==> src/rtl/ccd_vseq.sv <==
module ccd_vseq #(
  parameter int ROWS     = 1092,
  parameter int LINE_CYC = 40,
  parameter int VSH      = 4,
  parameter int TX       = 12,
  parameter int PED      = 25,
  parameter int DLY      = 20,
  parameter int SH_DLY   = 2,
  parameter int SH_W     = 5,
  parameter int EW       = 12
) (
  input  logic          clk,
  input  logic          rst_n,
  input  logic [1:0]    mode,
  input  logic [EW-1:0] exposure,
  input  logic          start,
  output logic [1:0]    v1,
  output logic [1:0]    v2e,
  output logic [1:0]    v2o,
  output logic          shutter,
  output logic          line_req,
  output logic          line_valid,
  output logic          frame_done
);
  localparam int CW = $clog2(LINE_CYC + TX + PED + DLY + 1) + 1;
  localparam int LW = $clog2(ROWS + (1 << EW)) + 1;
  localparam logic [1:0] LOW = 2'd0, MID = 2'd1, HIGH = 2'd2;

  typedef enum logic [2:0] {S_IDLE, S_EXPO, S_XFER, S_PED, S_DLY, S_READ} st_t;

  st_t           st;
  logic [CW-1:0] cyc;
  logic [LW-1:0] line;
  logic [1:0]    mode_q;
  logic [EW-1:0] exp_q;
  logic          field;

  wire          interl   = (mode_q == 2'd1) || (mode_q == 2'd2);
  wire [LW-1:0] nread    = interl ? LW'(ROWS / 2) : LW'(ROWS);
  wire          line_end = cyc == CW'(LINE_CYC - 1);
  wire          in_line  = (st == S_EXPO) || (st == S_READ);
  wire          shift    = in_line && (cyc < CW'(VSH));
  wire          xfer     = st == S_XFER;

  always_ff @(posedge clk) begin
    if (!rst_n) begin
      st <= S_IDLE; cyc <= '0; line <= '0; mode_q <= '0; exp_q <= '0;
      field <= 1'b0; frame_done <= 1'b0;
    end else begin
      frame_done <= 1'b0;
      cyc <= cyc + 1'b1;
      case (st)
        S_IDLE: begin
          cyc <= '0;
          if (start) begin
            mode_q <= mode; exp_q <= exposure; line <= '0;
            st <= (exposure != '0) ? S_EXPO : S_XFER;
          end
        end
        S_EXPO: if (line_end) begin
          cyc <= '0;
          if (line == LW'(exp_q) - 1'b1) begin line <= '0; st <= S_XFER; end
          else line <= line + 1'b1;
        end
        S_XFER: if (cyc == CW'(TX - 1))  begin cyc <= '0; st <= S_PED;  end
        S_PED:  if (cyc == CW'(PED - 1)) begin cyc <= '0; st <= S_DLY;  end
        S_DLY:  if (cyc == CW'(DLY - 1)) begin cyc <= '0; st <= S_READ; end
        S_READ: if (line_end) begin
          cyc <= '0;
          if (line == nread - 1'b1) begin
            line <= '0; st <= S_IDLE; frame_done <= 1'b1;
            if (interl) field <= ~field;
          end else line <= line + 1'b1;
        end
        default: st <= S_IDLE;
      endcase
    end
  end

  assign v1  = shift ? MID : LOW;
  assign v2e = xfer ? ((mode_q == 2'd2 && field)  ? MID : HIGH) : (shift ? LOW : MID);
  assign v2o = xfer ? ((mode_q == 2'd2 && !field) ? MID : HIGH) : (shift ? LOW : MID);
  assign shutter    = (st == S_EXPO) && (line == '0) && (cyc >= CW'(SH_DLY)) &&
                      (cyc < CW'(SH_DLY + SH_W));
  assign line_req   = in_line && (cyc == '0);
  assign line_valid = st == S_READ;

  AST_V_NOT_BOTH_LOW: assert property (@(posedge clk) disable iff (!rst_n)
    !(v1 == LOW && (v2e == LOW || v2o == LOW)));
  AST_V1_LOW_IN_XFER: assert property (@(posedge clk) disable iff (!rst_n)
    (v2e == HIGH || v2o == HIGH) |-> v1 == LOW);
  AST_V2_TWINNED: assert property (@(posedge clk) disable iff (!rst_n)
    (mode_q != 2'd2) |-> v2e == v2o);
  AST_FRAME_INT_SPLIT: assert property (@(posedge clk) disable iff (!rst_n)
    (mode_q == 2'd2) |-> !(v2e == HIGH && v2o == HIGH));
  AST_SHUT_NOT_IMAGE: assert property (@(posedge clk) disable iff (!rst_n)
    shutter |-> !line_valid);
  AST_DONE_SINGLE: assert property (@(posedge clk) disable iff (!rst_n)
    frame_done |=> !frame_done);
endmodule

==> config.mk <==
export PLATFORM = sky130hd
export DESIGN_NAME = ccd_vseq
export DESIGN_NICKNAME = d
export VERILOG_FILES = /design/src/rtl/ccd_vseq.sv
export SDC_FILE = /design/constraint.sdc
export NUM_CORES = 1
export LEC_CHECK = 0
export ABC_AREA = 1
export CAP_MARGIN = 40
export CORE_MARGIN = 2
export CORE_UTILIZATION = 63
export DETAILED_ROUTE_END_ITERATION = 8
export DONT_BUFFER_PORTS = 1
export HOLD_SLACK_MARGIN = 0.03
export PLACE_DENSITY = 0.79
export SYNTH_ARGS = -nofsm -noshare
export SYNTH_HDL_FRONTEND = slang
export SYNTH_SLANG_ARGS = --single-unit
==> constraint.sdc <==
create_clock -name clk -period 2.5 [get_ports clk]
set_clock_uncertainty 0.05 [all_clocks]
set_input_delay 0.25 -clock clk [delete_from_list [all_inputs] [get_ports clk]]
set_output_delay 0.25 -clock clk [all_outputs]
set_load 0.02 [all_outputs]
## Word-level counts from Yosys, hierarchy flattened

Index checks and enable logic that the tools add are counted.

| word-level totals | value |
|---|---|
| flip-flop bits (word level) | 41 |
| bits in latches | 0 |
| bits in writable memories | 0 |
| memory bits (read-only) | 0 |
| bits of input ports | 17 |
| word-level logic and storage cells | 86 |
| memories | 0 |

| operators by class | value |
|---|---|
| add/sub/neg operators | 4 |
| multiply operators | 0 |
| div/mod/pow operators | 0 |
| magnitude comparators | 3 |
| equality and inequality tests | 21 |
| shifts and indexed selects | 0 |
| multiplexer cells | 29 |
| bitwise logic cells | 1 |
| reduce and logical (&&, ||, !) cells | 21 |

Operators with widths:

| cell | number |
|---|---|
| 14-bit two-way mux | 5 |
| 14-bit one-hot mux with 3 select lines | 1 |
| 8-bit one-hot mux with 5 select lines | 1 |
| 8-bit two-way mux | 4 |
| 14-bit == test | 2 |
| 3-bit two-way mux | 8 |
| 3-bit one-hot mux with 6 select lines | 1 |
| 8-bit by 5-bit == test with 1-bit output (second input constant) | 2 |
| 8-bit by 3-bit < comparator with 1-bit output (second input constant) | 2 |
| 14-bit by 1-bit adder with 14-bit output (second input constant) | 1 |
| 14-bit zero test | 1 |
| 12-bit by 1-bit subtractor with 13-bit output (second input constant) | 1 |
| 12-bit nonzero test | 1 |
| 11-bit by 1-bit subtractor with 12-bit output (second input constant) | 1 |
| 11-bit two-way mux | 1 |
| 2-bit two-way mux | 5 |
| 8-bit by 1-bit adder with 8-bit output (second input constant) | 1 |
| 8-bit by 4-bit == test with 1-bit output (second input constant) | 1 |
| 8-bit by 6-bit == test with 1-bit output (second input constant) | 1 |
| 8-bit by 2-bit >= comparator with 1-bit output (second input constant) | 1 |
| 8-bit zero test | 1 |
| 2-bit by 1-bit != test with 1-bit output (second input constant) | 4 |
| 2-bit != test (second input constant) | 4 |
| 4-bit AND reduction | 2 |
| 16 further kinds | 27 |

## Depth between registers and ports, before layout

Gate-level depths: netlist of the first run.

| depth | value |
|---|---|
| word-level depth | 8 |
| gate-level depth with buffers | 17 |
| depth with buffers taken out | 15 |

## Least setup slack after synthesis of the first run

No wires, ideal clock.

| timing | value |
|---|---|
| kind | register to output |
| start point | register st[0] |
| end point | output port shutter |
| data arrival time | 1.952 ns |
| data required time | 2.200 ns |
| setup slack | 0.248 ns |
| cell stages (with the launch flop) | 7 |
| path through | dfxtp_1 -> inv_1 -> nor2_1 -> inv_2 -> nor2_1 -> nand3_1 -> a2111oi_0 |

| between the ends | value |
|---|---|
| longest elaborated chain between the ends | 4 |

Ends and longest elaborated chain:

| what | line | text |
|---|---|---|
| start, declared | 31 | `st_t st;` |
| start signal, assigned | 57 | `st <= (exposure != '0) ? S_EXPO : S_XFER;` |
| 3-bit by 1-bit == test with 1-bit output | 83 | `assign shutter = (st == S_EXPO) && (line == '0) && (cyc >= CW'(SH_DLY)) &&` |
| 1-bit logical AND (3 in series) | 83 |  |
| end, declared | 20 | `output logic shutter,` |

No other way between the ends.

## Final worst setup path of the first run

| timing | value |
|---|---|
| start point | register cyc[0] |
| end point | register line[13] |

| between the ends | value |
|---|---|
| longest elaborated chain between the ends | 3 |
| elaborated cells on any way between the ends | 4 |

Ends and longest elaborated chain:

| what | line | text |
|---|---|---|
| start, declared | 32 | `logic [CW-1:0] cyc;` |
| start signal, assigned | 51 | `cyc <= cyc + 1'b1;` |
| 8-bit by 6-bit == test with 1-bit output (*) | 40 | `wire line_end = cyc == CW'(LINE_CYC - 1);` |
| 2-bit != test (no line) or 2-bit by 1-bit != test with 1-bit output (tied branches) | n/a |  |
| 4-bit AND reduction (no line) (*) | n/a |  |
| end signal, assigned | 63 | `else line <= line + 1'b1;` |
| end signal, assigned | 73 | `end else line <= line + 1'b1;` |
| end, declared | 33 | `logic [LW-1:0] line;` |

Mark *: on every way between the ends. The rest lies on a longest branch, timed or not.
A chain may end at the register's enable or synchronous reset.

==> results of run 1 <==
cell usage after synthesis (all sizes together) (2+ instances only):
master	instances	area, sq um
nand2	112	468
nor2	70	298
inv	58	218
dfxtp	41	821
a21oi	35	213
nand3	29	155
o21ai	22	110
xor2	16	140
nor3	15	80.1
buf	10	73.8
nand4	8	50.1
clkbuf	6	23.8
ha	6	75.1
a31oi	5	31.3
nor4	5	46.3
xnor2	4	35.0
nand3b	2	15.0
or2	2	12.5
through the flow:
| step | power, mW | setup slack (ns) | instances | util, % | hold WS, ns |
|---|---|---|---|---|---|
| 4_1_cts | 2.75 | 0.224 | 504 | 68.6 | 0.0312 |
| 3_3_place_gp | 2.30 | 0.274 | 495 | 66.6 | 0.335 |
| 6_report | 2.75 | 0.225 | 504 | 68.6 | 0.0403 |
| 3_5_place_dp | 2.32 | 0.248 | 495 | 66.6 | 0.341 |
| 5_1_grt | 2.98 | 0.0120 | 504 | 68.6 | 0.0342 |
| 2_1_floorplan | 2.08 | 0.248 | 453 | - | 0.367 |
timing repair:
action,CTS,global route
endpoints found under the hold margin,4,0
endpoints found under the setup margin,0,0
resized for setup,0,0
hold buffers,1,0
layer usage:
layer | vias to the layer above | track usage [%]
met3 | 11 | 4.31
met1 | 1236 | 35.6
met5 | - | 0
met4 | 0 | 10.5
met2 | 71 | 47.0
li1 | 1444 | -
final timing paths:
check	endpoint	slack [ns]	cells past startpoint
max reg2reg	line[13]	0.23	11
min reg2reg	cyc[0]	0.40	1
max	line[13]	0.23	11
min	exp_q[5]	0.04	2
cell families (layout without fill, tap and decap cells):
group                      after synthesis  in the layout  synth area share, %
and+or+nand+nor                        245            245                 38.9
xor gates and xnor gates                21             21                 6.76
other                                    1              1                0.128
buffers and inverters                   75             74                 10.9
adders and majority gates                6              6                 2.57
AOI/OAI and AO/OA                       64             64                 12.6
DFF                                     41             41                 28.1
state kept, by name, summed over array words and instances (netlist names):
register    cells
line           14
exp_q          12
cyc             8
st              3
mode_q          2
field           1
frame_done      1
final cells by class:
type | instances | area share, %
clock buffers | 8 | 2.64
well taps | 52 | 2.15
multi-input cells | 337 | 59.0
repair buffers | 7 | 1.82
inverters | 59 | 7.31
flip-flops and latches | 41 | 27.1
worst reg2reg max path: stages (launching register included):
cell and delay [ns]:
dfxtp_1 0.35, ha_1 0.21, nand2_1 0.14, nor4_4 0.33
nor2_1 0.11, nor2_2 0.13, nand2_1 0.33, inv_1 0.20
nand2_1 0.08, nor2_1 0.08, nand2_1 0.06, a21oi_1 0.13
power by group through the flow:
stage,Combinational (mW),Clock (mW),Sequential (mW)
global route,1.66,0.455,0.870
CTS,1.46,0.433,0.858
detailed placement,1.45,0,0.874
global placement,1.43,0,0.870
floorplan,1.23,0,0.846
finish,1.47,0.423,0.859
==> impl_metrics.prom, run 1 <==
# TYPE chip_impl_metric gauge
chip_impl_metric{name="critical_path_peak_fanout",unit=""} 13
chip_impl_metric{name="yosysWarningCount",unit=""} 0
chip_impl_info{name="top_signal_layer_used",value="met4"} 1
chip_impl_metric{name="drt_first_pass_iters",unit=""} 4
chip_impl_metric{name="max-vdd-ir-drop",unit="V"} 0.000918
chip_impl_metric{name="grtUsageTotal",unit="%"} 27.8
chip_impl_info{name="timing.critical_path.max_delay_family",value="simple AND/OR/NAND/NOR gates"} 1
chip_impl_metric{name="htreeDepth",unit=""} 2
chip_impl_metric{name="cts.sink_count",unit=""} 41
chip_impl_metric{name="routed-wl-met2",unit="microns"} 3150
chip_impl_metric{name="die_height",unit="microns"} 72.1
chip_impl_info{name="timing.setup.critical_path_class",value="reg2reg"} 1
chip_impl_metric{name="clkLatencyLatePin",unit="ns"} 0.30
chip_impl_metric{name="pin_count_of_the_biggest_net_entering_global_routing",unit=""} 29
chip_impl_metric{name="fmax",unit="MHz"} 440
chip_impl_metric{name="layout_min_cycle_time",unit="ns"} 2.27
chip_impl_metric{name="core-area",unit="sq mm"} 0.00441
chip_impl_metric{name="die_w",unit="microns"} 72.1
chip_impl_metric{name="synth_nets",unit=""} 476
chip_impl_metric{name="ys_ff_latch",unit=""} 41
chip_impl_info{name="status",value="complete, no violations"} 1
chip_impl_metric{name="number_of_global_route_vias_before_repair",unit=""} 2599
chip_impl_info{name="worst_path_most_repeated_cell",value="nand2_1"} 1
chip_impl_info{name="critPathCaptureType",value="flip-flop"} 1
chip_impl_metric{name="tightestPinTransition",unit="ns"} 0.669
chip_impl_metric{name="number_of_synthesized_flops_with_an_enable_pin",unit=""} 0
chip_impl_metric{name="m1WireLength",unit="microns"} 3100
chip_impl_metric{name="post_dp_cell_area",unit="sq mm"} 0.00294
chip_impl_metric{name="crit_path_max_incr_delay",unit="ns"} 0.35
chip_impl_metric{name="layout.cell_area.non_filler",unit="sq mm"} 0.00303
chip_impl_info{name="cts_tree",value="yes"} 1
chip_impl_metric{name="power_density",unit="mW/mm^2"} 909
chip_impl_info{name="timing.critical_path.slowest_stage_cell",value="dfxtp_1"} 1
chip_impl_metric{name="drt-total-wl",unit="microns"} 6710
chip_impl_metric{name="route.antenna.remaining_nets",unit=""} 0
chip_impl_metric{name="mappedNetlistArea",unit="sq mm"} 0.00292
chip_impl_metric{name="die_area",unit="sq mm"} 0.00520
chip_impl_metric{name="num_vias",unit=""} 2762
chip_impl_metric{name="portBuffers",unit=""} 0
chip_impl_metric{name="setup-tns-final",unit="ns"} 0
chip_impl_metric{name="core.rowCount",unit=""} 24
chip_impl_metric{name="drt-vias-per-instance",unit=""} 5.48
chip_impl_metric{name="dr.first_iter.drc_count",unit=""} 215
chip_impl_metric{name="critPathRequiredTime",unit="ns"} 2.67
chip_impl_info{name="cell_chain_of_the_critical_path",value="ha_1 > nand2_1 > nor4_4 > nor2_1 > nor2_2 > nand2_1 > inv_1 > nand2_1 > nor2_1 > nand2_1 > a21oi_1"} 1
chip_impl_metric{name="yosysUniqueCellTypes",unit=""} 39
chip_impl_metric{name="final-max-slew-violation-count",unit=""} 0
chip_impl_metric{name="design.portCount",unit=""} 27
chip_impl_metric{name="share_seq_of_total_power",unit="%"} 31.2
chip_impl_metric{name="grt_first_pass_wirelength",unit="microns"} 11400
chip_impl_metric{name="regArea",unit="sq um"} 821
chip_impl_info{name="cp-start-kind",value="flip-flop"} 1
chip_impl_info{name="rsz0062_at_grt",value="false"} 1
chip_impl_metric{name="maxSlewHeadroom",unit="%"} 55.3
chip_impl_metric{name="p_sw_share",unit="%"} 48.4
chip_impl_metric{name="n_fill_cell",unit=""} 420
chip_impl_metric{name="nets",unit=""} 474
chip_impl_metric{name="asyncSetResetFlopFracSynth",unit="%"} 0
chip_impl_metric{name="ant_diodes",unit=""} 0
chip_impl_metric{name="dpl.hpwl",unit="microns"} 5090
chip_impl_metric{name="drc",unit=""} 0
chip_impl_metric{name="max-cap-violations",unit=""} 0
chip_impl_metric{name="postSynthCellCount",unit=""} 453
chip_impl_metric{name="combPwrFrac",unit="%"} 53.4
chip_impl_metric{name="routedWlPerCell",unit="microns"} 13.3
chip_impl_metric{name="synth.yosys.seq_area_share",unit="%"} 28.1
chip_impl_metric{name="clock_path_buffers",unit=""} 2
chip_impl_metric{name="met3_length",unit="microns"} 332
chip_impl_metric{name="routabilityCongestion",unit=""} 0.923
chip_impl_info{name="type_of_the_most_critical_hold_path",value="in2reg"} 1
chip_impl_metric{name="floorplan.initialDensity",unit="%"} 66.2
chip_impl_metric{name="globalRouteOverflowTotal",unit=""} 0
chip_impl_metric{name="final.period_utilization",unit="%"} 91.0
chip_impl_info{name="hold_start",value="rst_n"} 1
chip_impl_metric{name="area.growth.synth_to_final",unit="%"} 3.55
chip_impl_metric{name="power.internal",unit="mW"} 1.42
chip_impl_info{name="startpoint",value="cyc[0]"} 1
chip_impl_metric{name="setup_viol",unit=""} 0
chip_impl_info{name="clock_tree.root_cell",value="clkbuf_8"} 1
chip_impl_metric{name="layout-drive-gt1-share",unit="%"} 12.4
chip_impl_metric{name="antenna_found_initial",unit=""} 0
chip_impl_info{name="rr_startpoint",value="cyc[0]"} 1
chip_impl_metric{name="clock_pin_slew_reported_for_the_worst_setup_and_hold_paths_after_clock_tree_synthesis",unit="ns"} 0.08
chip_impl_metric{name="hold_viol",unit=""} 0
chip_impl_metric{name="worst_ep_arrival_time",unit="ns"} 2.45
chip_impl_info{name="leading_register_cell_type_out_of_synthesis",value="dfxtp_1"} 1
chip_impl_metric{name="footprint_of_the_multi_input_gates",unit="sq mm"} 0.00179
chip_impl_metric{name="crit_buf_inv",unit=""} 1
chip_impl_info{name="layout_common_cells",value="nand2_1 (97), nor2_1 (60), inv_1 (53)"} 1
chip_impl_metric{name="post_synthesis_area_per_instance",unit="sq um"} 6.45
chip_impl_metric{name="power_switching",unit="mW"} 1.33
chip_impl_metric{name="clock_power_share",unit="%"} 15.4
chip_impl_metric{name="p_leak",unit="nW"} 1.23
chip_impl_metric{name="numCtsBuffers",unit=""} 5
chip_impl_metric{name="cts_setup_buffers",unit=""} 0
chip_impl_info{name="final_common_cell",value="nand2_1"} 1
Note: power is estimated with default switching activity, not from simulation.
==> run 2, diff against run 1 <==
--- a/config.mk
+++ b/config.mk
@@ -8,11 +8,11 @@
 export ABC_AREA = 1
 export CAP_MARGIN = 40
 export CORE_MARGIN = 2
-export CORE_UTILIZATION = 63
+export CORE_UTILIZATION = 32
 export DETAILED_ROUTE_END_ITERATION = 8
 export DONT_BUFFER_PORTS = 1
+export GPL_TIMING_DRIVEN = 0
 export HOLD_SLACK_MARGIN = 0.03
-export PLACE_DENSITY = 0.79
 export SYNTH_ARGS = -nofsm -noshare
 export SYNTH_HDL_FRONTEND = slang
 export SYNTH_SLANG_ARGS = --single-unit
==> run 2 against run 1 <==
  * Count of clock-buffer cells in the layout fell by 1
  * Power grew 6.1%
  * Maximum frequency is 0.47% lower
  * Sequential power rose by 0.5%
  * Flip-flop and latch count unchanged
  * Combinational power is essentially flat
  * Routed wire length increased by 5.8%
  * Design area increased by 5.5%
  * Largest power group unchanged
  * Worst hold slack better by 0.059 ns
  * Via count is 0.11% higher
  * Die area increased by 91%
==> impl_metrics.prom, run 2 (synthesis results as in run 1) <==
# TYPE chip_impl_metric gauge
chip_impl_metric{name="tightestPinTransition",unit="ns"} 0.686
chip_impl_metric{name="final.period_utilization",unit="%"} 91.4
chip_impl_metric{name="dpl.hpwl",unit="microns"} 5620
chip_impl_metric{name="ant_diodes",unit=""} 0
chip_impl_metric{name="layout.cell_area.non_filler",unit="sq mm"} 0.00319
chip_impl_metric{name="cts.sink_count",unit=""} 41
chip_impl_metric{name="fmax",unit="MHz"} 438
chip_impl_metric{name="core.rowCount",unit=""} 34
chip_impl_metric{name="globalRouteOverflowTotal",unit=""} 0
chip_impl_metric{name="drt-total-wl",unit="microns"} 7090
chip_impl_metric{name="setup_viol",unit=""} 0
chip_impl_metric{name="critical_path_peak_fanout",unit=""} 10
chip_impl_metric{name="p_leak",unit="nW"} 1.28
chip_impl_metric{name="pin_count_of_the_biggest_net_entering_global_routing",unit=""} 13
chip_impl_metric{name="worst_case_register_to_register_setup_slack",unit="ns"} 0.21
chip_impl_info{name="type_of_the_most_critical_hold_path",value="in2reg"} 1
chip_impl_metric{name="final-max-slew-violation-count",unit=""} 0
chip_impl_metric{name="max-cap-violations",unit=""} 0
chip_impl_metric{name="hold_viol",unit=""} 0
chip_impl_metric{name="regArea",unit="sq um"} 821
chip_impl_info{name="rr_startpoint",value="mode_q[0]"} 1
chip_impl_info{name="r2r_end",value="line[4]"} 1
chip_impl_info{name="reg.largest.list",value="line: 14 flops, exp_q: 12 flops, cyc: 8 flops"} 1
chip_impl_metric{name="critPathRequiredTime",unit="ns"} 2.61
chip_impl_metric{name="drt_first_pass_iters",unit=""} 4
chip_impl_metric{name="footprint_of_the_multi_input_gates",unit="sq mm"} 0.00179
chip_impl_metric{name="antenna_found_initial",unit=""} 0
chip_impl_metric{name="largest_register_ff_count",unit=""} 14
chip_impl_metric{name="worst_ep_arrival_time",unit="ns"} 2.40
chip_impl_metric{name="nets",unit=""} 484
chip_impl_metric{name="r2r_cells",unit=""} 15
chip_impl_metric{name="area.growth.synth_to_final",unit="%"} 9.24
chip_impl_metric{name="number_of_global_route_vias_before_repair",unit=""} 2616
chip_impl_metric{name="final_core_utilization",unit="%"} 36.3
chip_impl_metric{name="total_power_consumption",unit="mW"} 2.92
chip_impl_metric{name="max-vdd-ir-drop",unit="V"} 0.000533
chip_impl_metric{name="die_area",unit="sq mm"} 0.00992
chip_impl_info{name="layout_common_cells",value="nand2_1 (97), nor2_1 (59), inv_1 (53)"} 1
chip_impl_metric{name="floorplan.initialDensity",unit="%"} 33.2
chip_impl_metric{name="layout_min_cycle_time",unit="ns"} 2.29
chip_impl_info{name="startpoint",value="mode_q[0]"} 1
chip_impl_metric{name="design.portCount",unit=""} 27
chip_impl_info{name="timing.setup.critical_path_class",value="reg2reg"} 1
chip_impl_metric{name="power_density",unit="mW/mm^2"} 914
chip_impl_metric{name="htreeDepth",unit=""} 2
chip_impl_metric{name="dr.first_iter.drc_count",unit=""} 161
chip_impl_metric{name="num_vias",unit=""} 2765
chip_impl_metric{name="routedWlPerCell",unit="microns"} 12.4
chip_impl_metric{name="clock_pin_slew_reported_for_the_worst_setup_and_hold_paths_after_clock_tree_synthesis",unit="ns"} 0.08
chip_impl_metric{name="core-area",unit="sq mm"} 0.00881
chip_impl_metric{name="die_height",unit="microns"} 99.6
chip_impl_info{name="final_common_cell",value="nand2_1"} 1
chip_impl_info{name="critPathCaptureType",value="flip-flop"} 1
chip_impl_info{name="registers.top_by_ff_count",value="line"} 1
chip_impl_info{name="cts_tree",value="yes"} 1
chip_impl_info{name="cp_capture_point",value="line[4]"} 1
chip_impl_metric{name="clkLatencyLatePin",unit="ns"} 0.30
chip_impl_metric{name="grtUsageTotal",unit="%"} 14.7
chip_impl_info{name="cp-start-kind",value="flip-flop"} 1
chip_impl_metric{name="post_dp_cell_area",unit="sq mm"} 0.00307
chip_impl_metric{name="drt-vias-per-instance",unit=""} 4.85
chip_impl_metric{name="drc",unit=""} 0
chip_impl_metric{name="clock_path_buffers",unit=""} 2
chip_impl_metric{name="die_w",unit="microns"} 99.6
chip_impl_metric{name="routabilityCongestion",unit=""} 0.900
chip_impl_metric{name="maxSlewHeadroom",unit="%"} 54.3
chip_impl_info{name="rsz0062_at_grt",value="false"} 1
chip_impl_metric{name="post_cts_hold_buffer_count",unit=""} 0
chip_impl_metric{name="numCtsBuffers",unit=""} 5
chip_impl_metric{name="grt_first_pass_wirelength",unit="microns"} 11900
chip_impl_metric{name="setup-tns-final",unit="ns"} 0
chip_impl_info{name="clock_tree.root_cell",value="clkbuf_8"} 1
chip_impl_metric{name="portBuffers",unit=""} 0
chip_impl_info{name="status",value="complete, no violations"} 1
chip_impl_metric{name="n_fill_cell",unit=""} 932
chip_impl_metric{name="route.antenna.remaining_nets",unit=""} 0
chip_impl_metric{name="layout-drive-gt1-share",unit="%"} 14.1
[run 2: worst min-delay path by stage]
stage | startpoint | to | slack, ns | depth (start not counted)
finish | mode[0] | mode_q[0] | 0.1 | 2
detailed placement | cyc[0] | cyc[0] | 0.39 | 1
global route | mode[1] | mode_q[1] | 0.1 | 2
CTS | mode[1] | mode_q[1] | 0.09 | 2
global placement | cyc[0] | cyc[0] | 0.38 | 1
floorplan | cyc[0] | cyc[0] | 0.37 | 1
[run 2: metrics by stage]
stage,std cells,setup WS (ns),hold slack [ns]
2_1_floorplan,453,0.248,0.367
3_3_place_gp,561,-0.0834,0.382
3_5_place_dp,562,0.249,0.393
4_1_cts,570,0.149,0.0943
5_1_grt,570,0.0244,0.0996
6_report,570,0.214,0.0991
[run 2: repair_timing]
item	in CTS	in global routing
endpoints found under the setup margin	0	1
setup buffers	0	0
gates resized for setup	0	2
[run 2: area by class of cell]
class / instances / share of cell area [%]
inverter: 59 / 6.93
timing repair buffer: 1 / 0.313
tap: 108 / 4.23
clock buffer: 7 / 2.70
buffer: 16 / 3.06
multi-input combinational: 337 / 56.1
sequential: 41 / 25.7
clock inverter: 1 / 0.940
[run 2: worst max-delay path, stage by stage, from the launching register on]
cell and delay (ns):
dfxtp_1 0.31, inv_1 0.05, ha_1 0.28, buf_2 0.18
inv_2 0.10, or2_1 0.10, nand3_1 0.06, nor3_1 0.16
nand2_1 0.07, nor2_1 0.23, nor2_1 0.13, inv_2 0.08
nand2_4 0.08, buf_12 0.16, nand2_2 0.05, a21oi_2 0.05
[run 2: power breakdown]
part	switching [mW]	total [mW]	leakage, nW	internal, mW
clock	0.241	0.567	0.0585	0.326
sequential	0.106	0.863	0.334	0.757
combinational	0.989	1.49	0.885	0.500
total	1.34	2.92	1.28	1.58
[run 2: layer usage]
metal	vias to the layer above	part of all wire, %	global-route usage [%]
li1	1459	-	-
met1	1233	48	19.1
met2	63	45	24.6
met3	10	4.9	2.53
met4	0	2.0	5.48
met5	-	0	0
==> run 3, diff against run 2 <==
==> constraint.sdc (replaced) <==
create_clock -name clk -period 2.6 [get_ports clk]
set_clock_uncertainty 0.05 [all_clocks]
set_input_delay 0 -clock clk [delete_from_list [all_inputs] [get_ports clk]]
set_output_delay 0 -clock clk [all_outputs]
set_load 0.02 [all_outputs]
==> run 3 against run 2 <==
  * Worst hold slack worse by 0.042 ns
  * Power down 3.3%
  * Sequential share of layout area down 1.1 points
  * Via count up 2.0%
  * Highest routed layer unchanged
  * Global-route usage up 0.51 points
  * Flip-flop and latch count unchanged
==> impl_metrics.prom, run 3 (synthesis results as in run 1) <==
# TYPE chip_impl_metric gauge
chip_impl_info{name="status",value="complete, no violations"} 1
chip_impl_metric{name="portBuffers",unit=""} 0
chip_impl_info{name="final_common_cell",value="nand2_1"} 1
chip_impl_metric{name="number_of_global_route_vias_before_repair",unit=""} 2693
chip_impl_metric{name="htreeDepth",unit=""} 2
chip_impl_metric{name="max-vdd-ir-drop",unit="V"} 0.000512
chip_impl_metric{name="post_cts_hold_buffer_count",unit=""} 15
chip_impl_metric{name="drt-total-wl",unit="microns"} 7340
chip_impl_metric{name="layout_min_cycle_time",unit="ns"} 2.27
chip_impl_metric{name="max-cap-violations",unit=""} 0
chip_impl_metric{name="die_area",unit="sq mm"} 0.00992
chip_impl_info{name="cts_tree",value="yes"} 1
chip_impl_metric{name="largest_register_ff_count",unit=""} 14
chip_impl_info{name="registers.top_by_ff_count",value="line"} 1
chip_impl_metric{name="routedWlPerCell",unit="microns"} 12.6
chip_impl_metric{name="ant_diodes",unit=""} 0
chip_impl_metric{name="drt_first_pass_iters",unit=""} 4
chip_impl_metric{name="final-max-slew-violation-count",unit=""} 0
chip_impl_metric{name="design.portCount",unit=""} 27
chip_impl_metric{name="cts_setup_buffers",unit=""} 0
chip_impl_metric{name="power_density",unit="mW/mm^2"} 846
chip_impl_metric{name="drc",unit=""} 0
chip_impl_metric{name="worst_ep_arrival_time",unit="ns"} 2.38
chip_impl_metric{name="cts.sink_count",unit=""} 41
chip_impl_metric{name="core.rowCount",unit=""} 34
chip_impl_metric{name="fmax",unit="MHz"} 440
chip_impl_metric{name="dpl.hpwl",unit="microns"} 5620
chip_impl_metric{name="hold_viol",unit=""} 0
chip_impl_metric{name="die_height",unit="microns"} 99.6
chip_impl_info{name="layout_common_cells",value="nand2_1 (97), nor2_1 (60), inv_1 (53)"} 1
chip_impl_metric{name="pin_count_of_the_biggest_net_entering_global_routing",unit=""} 13
chip_impl_info{name="cp-start-kind",value="flip-flop"} 1
chip_impl_metric{name="grt_first_pass_wirelength",unit="microns"} 12300
chip_impl_metric{name="final_core_utilization",unit="%"} 37.9
chip_impl_info{name="rsz0062_at_grt",value="false"} 1
chip_impl_metric{name="critical_path_peak_fanout",unit=""} 10
chip_impl_info{name="critPathCaptureType",value="flip-flop"} 1
chip_impl_metric{name="clkLatencyLatePin",unit="ns"} 0.30
chip_impl_metric{name="critPathRequiredTime",unit="ns"} 2.71
chip_impl_metric{name="clock_pin_slew_reported_for_the_worst_setup_and_hold_paths_after_clock_tree_synthesis",unit="ns"} 0.08
chip_impl_metric{name="dr.first_iter.drc_count",unit=""} 167
chip_impl_info{name="type_of_the_most_critical_hold_path",value="in2reg"} 1
chip_impl_metric{name="setup-tns-final",unit="ns"} 0
chip_impl_metric{name="core-area",unit="sq mm"} 0.00881
chip_impl_metric{name="met3_length",unit="microns"} 292
chip_impl_metric{name="tightestPinTransition",unit="ns"} 0.685
chip_impl_metric{name="num_vias",unit=""} 2819
chip_impl_metric{name="maxSlewHeadroom",unit="%"} 54.3
chip_impl_metric{name="worst_case_register_to_register_setup_slack",unit="ns"} 0.33
chip_impl_info{name="top_signal_layer_used",value="met4"} 1
chip_impl_metric{name="nets",unit=""} 499
chip_impl_metric{name="drt-vias-per-instance",unit=""} 4.82
chip_impl_metric{name="globalRouteOverflowTotal",unit=""} 0
chip_impl_metric{name="routed-wl-met2",unit="microns"} 3390
chip_impl_metric{name="total_power_consumption",unit="mW"} 2.82
chip_impl_metric{name="numCtsBuffers",unit=""} 5
chip_impl_metric{name="setup_viol",unit=""} 0
chip_impl_metric{name="m1WireLength",unit="microns"} 3510
chip_impl_metric{name="floorplan.initialDensity",unit="%"} 33.2
chip_impl_info{name="timing.setup.critical_path_class",value="reg2reg"} 1
chip_impl_metric{name="antenna_found_initial",unit=""} 0
chip_impl_metric{name="p_leak",unit="nW"} 1.34
chip_impl_metric{name="die_w",unit="microns"} 99.6
chip_impl_metric{name="layout-drive-gt1-share",unit="%"} 13.2
chip_impl_info{name="reg.largest.list",value="line: 14 flops, exp_q: 12 flops, cyc: 8 flops"} 1
chip_impl_metric{name="route.antenna.remaining_nets",unit=""} 0
chip_impl_metric{name="post_cts_resize_count",unit=""} 0
chip_impl_metric{name="grtUsageTotal",unit="%"} 15.3
chip_impl_metric{name="area.growth.synth_to_final",unit="%"} 14.1
chip_impl_info{name="clock_tree.root_cell",value="clkbuf_8"} 1
chip_impl_metric{name="clock_path_buffers",unit=""} 2
chip_impl_metric{name="final.period_utilization",unit="%"} 87.4
chip_impl_metric{name="routabilityCongestion",unit=""} 0.900
[run 3: per-stage QoR]
stage	std cells	setup slack, ns	hold WS, ns	cell area (sq um)
final	585	0.328	0.0567	3340
after global routing	585	0.125	0.0833	3340
after CTS	585	0.342	0.0456	3340
after detailed placement	562	0.349	0.159	3070
after global placement	561	0.267	0.155	3060
after floorplan	453	0.598	0.142	2920
[run 3: final cells by class]
class / count / area (sq um)
Fill cell: 919 / 5470
Multi-Input combinational cell: 337 / 1790
Sequential cell: 41 / 821
Inverter: 59 / 221
Timing Repair Buffer: 16 / 160
Tap cell: 108 / 135
Buffer: 16 / 97.6
Clock buffer: 7 / 86.3
Clock inverter: 1 / 30.0
[run 3: report_power, final]
| group | switching, mW | total [mW] | internal, mW |
|---|---|---|---|
| Combinational | 0.956 | 1.45 | 0.494 |
| Sequential | 0.101 | 0.828 | 0.727 |
| Clock | 0.231 | 0.545 | 0.313 |
[run 3: per-layer routing]
metal / up-vias / track usage [%]
li1: 1491 / -
met1: 1253 / 18.9
met2: 63 / 26.5
met3: 12 / 2.67
met4: 0 / 5.48
met5: - / 0
[run 3: path summary, 6_finish.rpt]
path,start,end,cells past startpoint
worst max-delay path,mode_q[0],line[4],15
worst min-delay path,rst_n,line[0],3
worst max register to register,mode_q[0],line[4],15
worst min register to register,cyc[0],cyc[0],1
[run 3: worst max-delay path: stages, from the launching register on]
cell and delay [ns]:
dfxtp_1 0.31, inv_1 0.05, ha_1 0.28, buf_2 0.18
inv_2 0.09, or2_1 0.10, nand3_1 0.06, nor3_1 0.16
nand2_1 0.08, nor2_1 0.22, nor2_1 0.13, inv_2 0.08
nand2_4 0.08, buf_12 0.15, nand2_2 0.05, a21oi_2 0.05
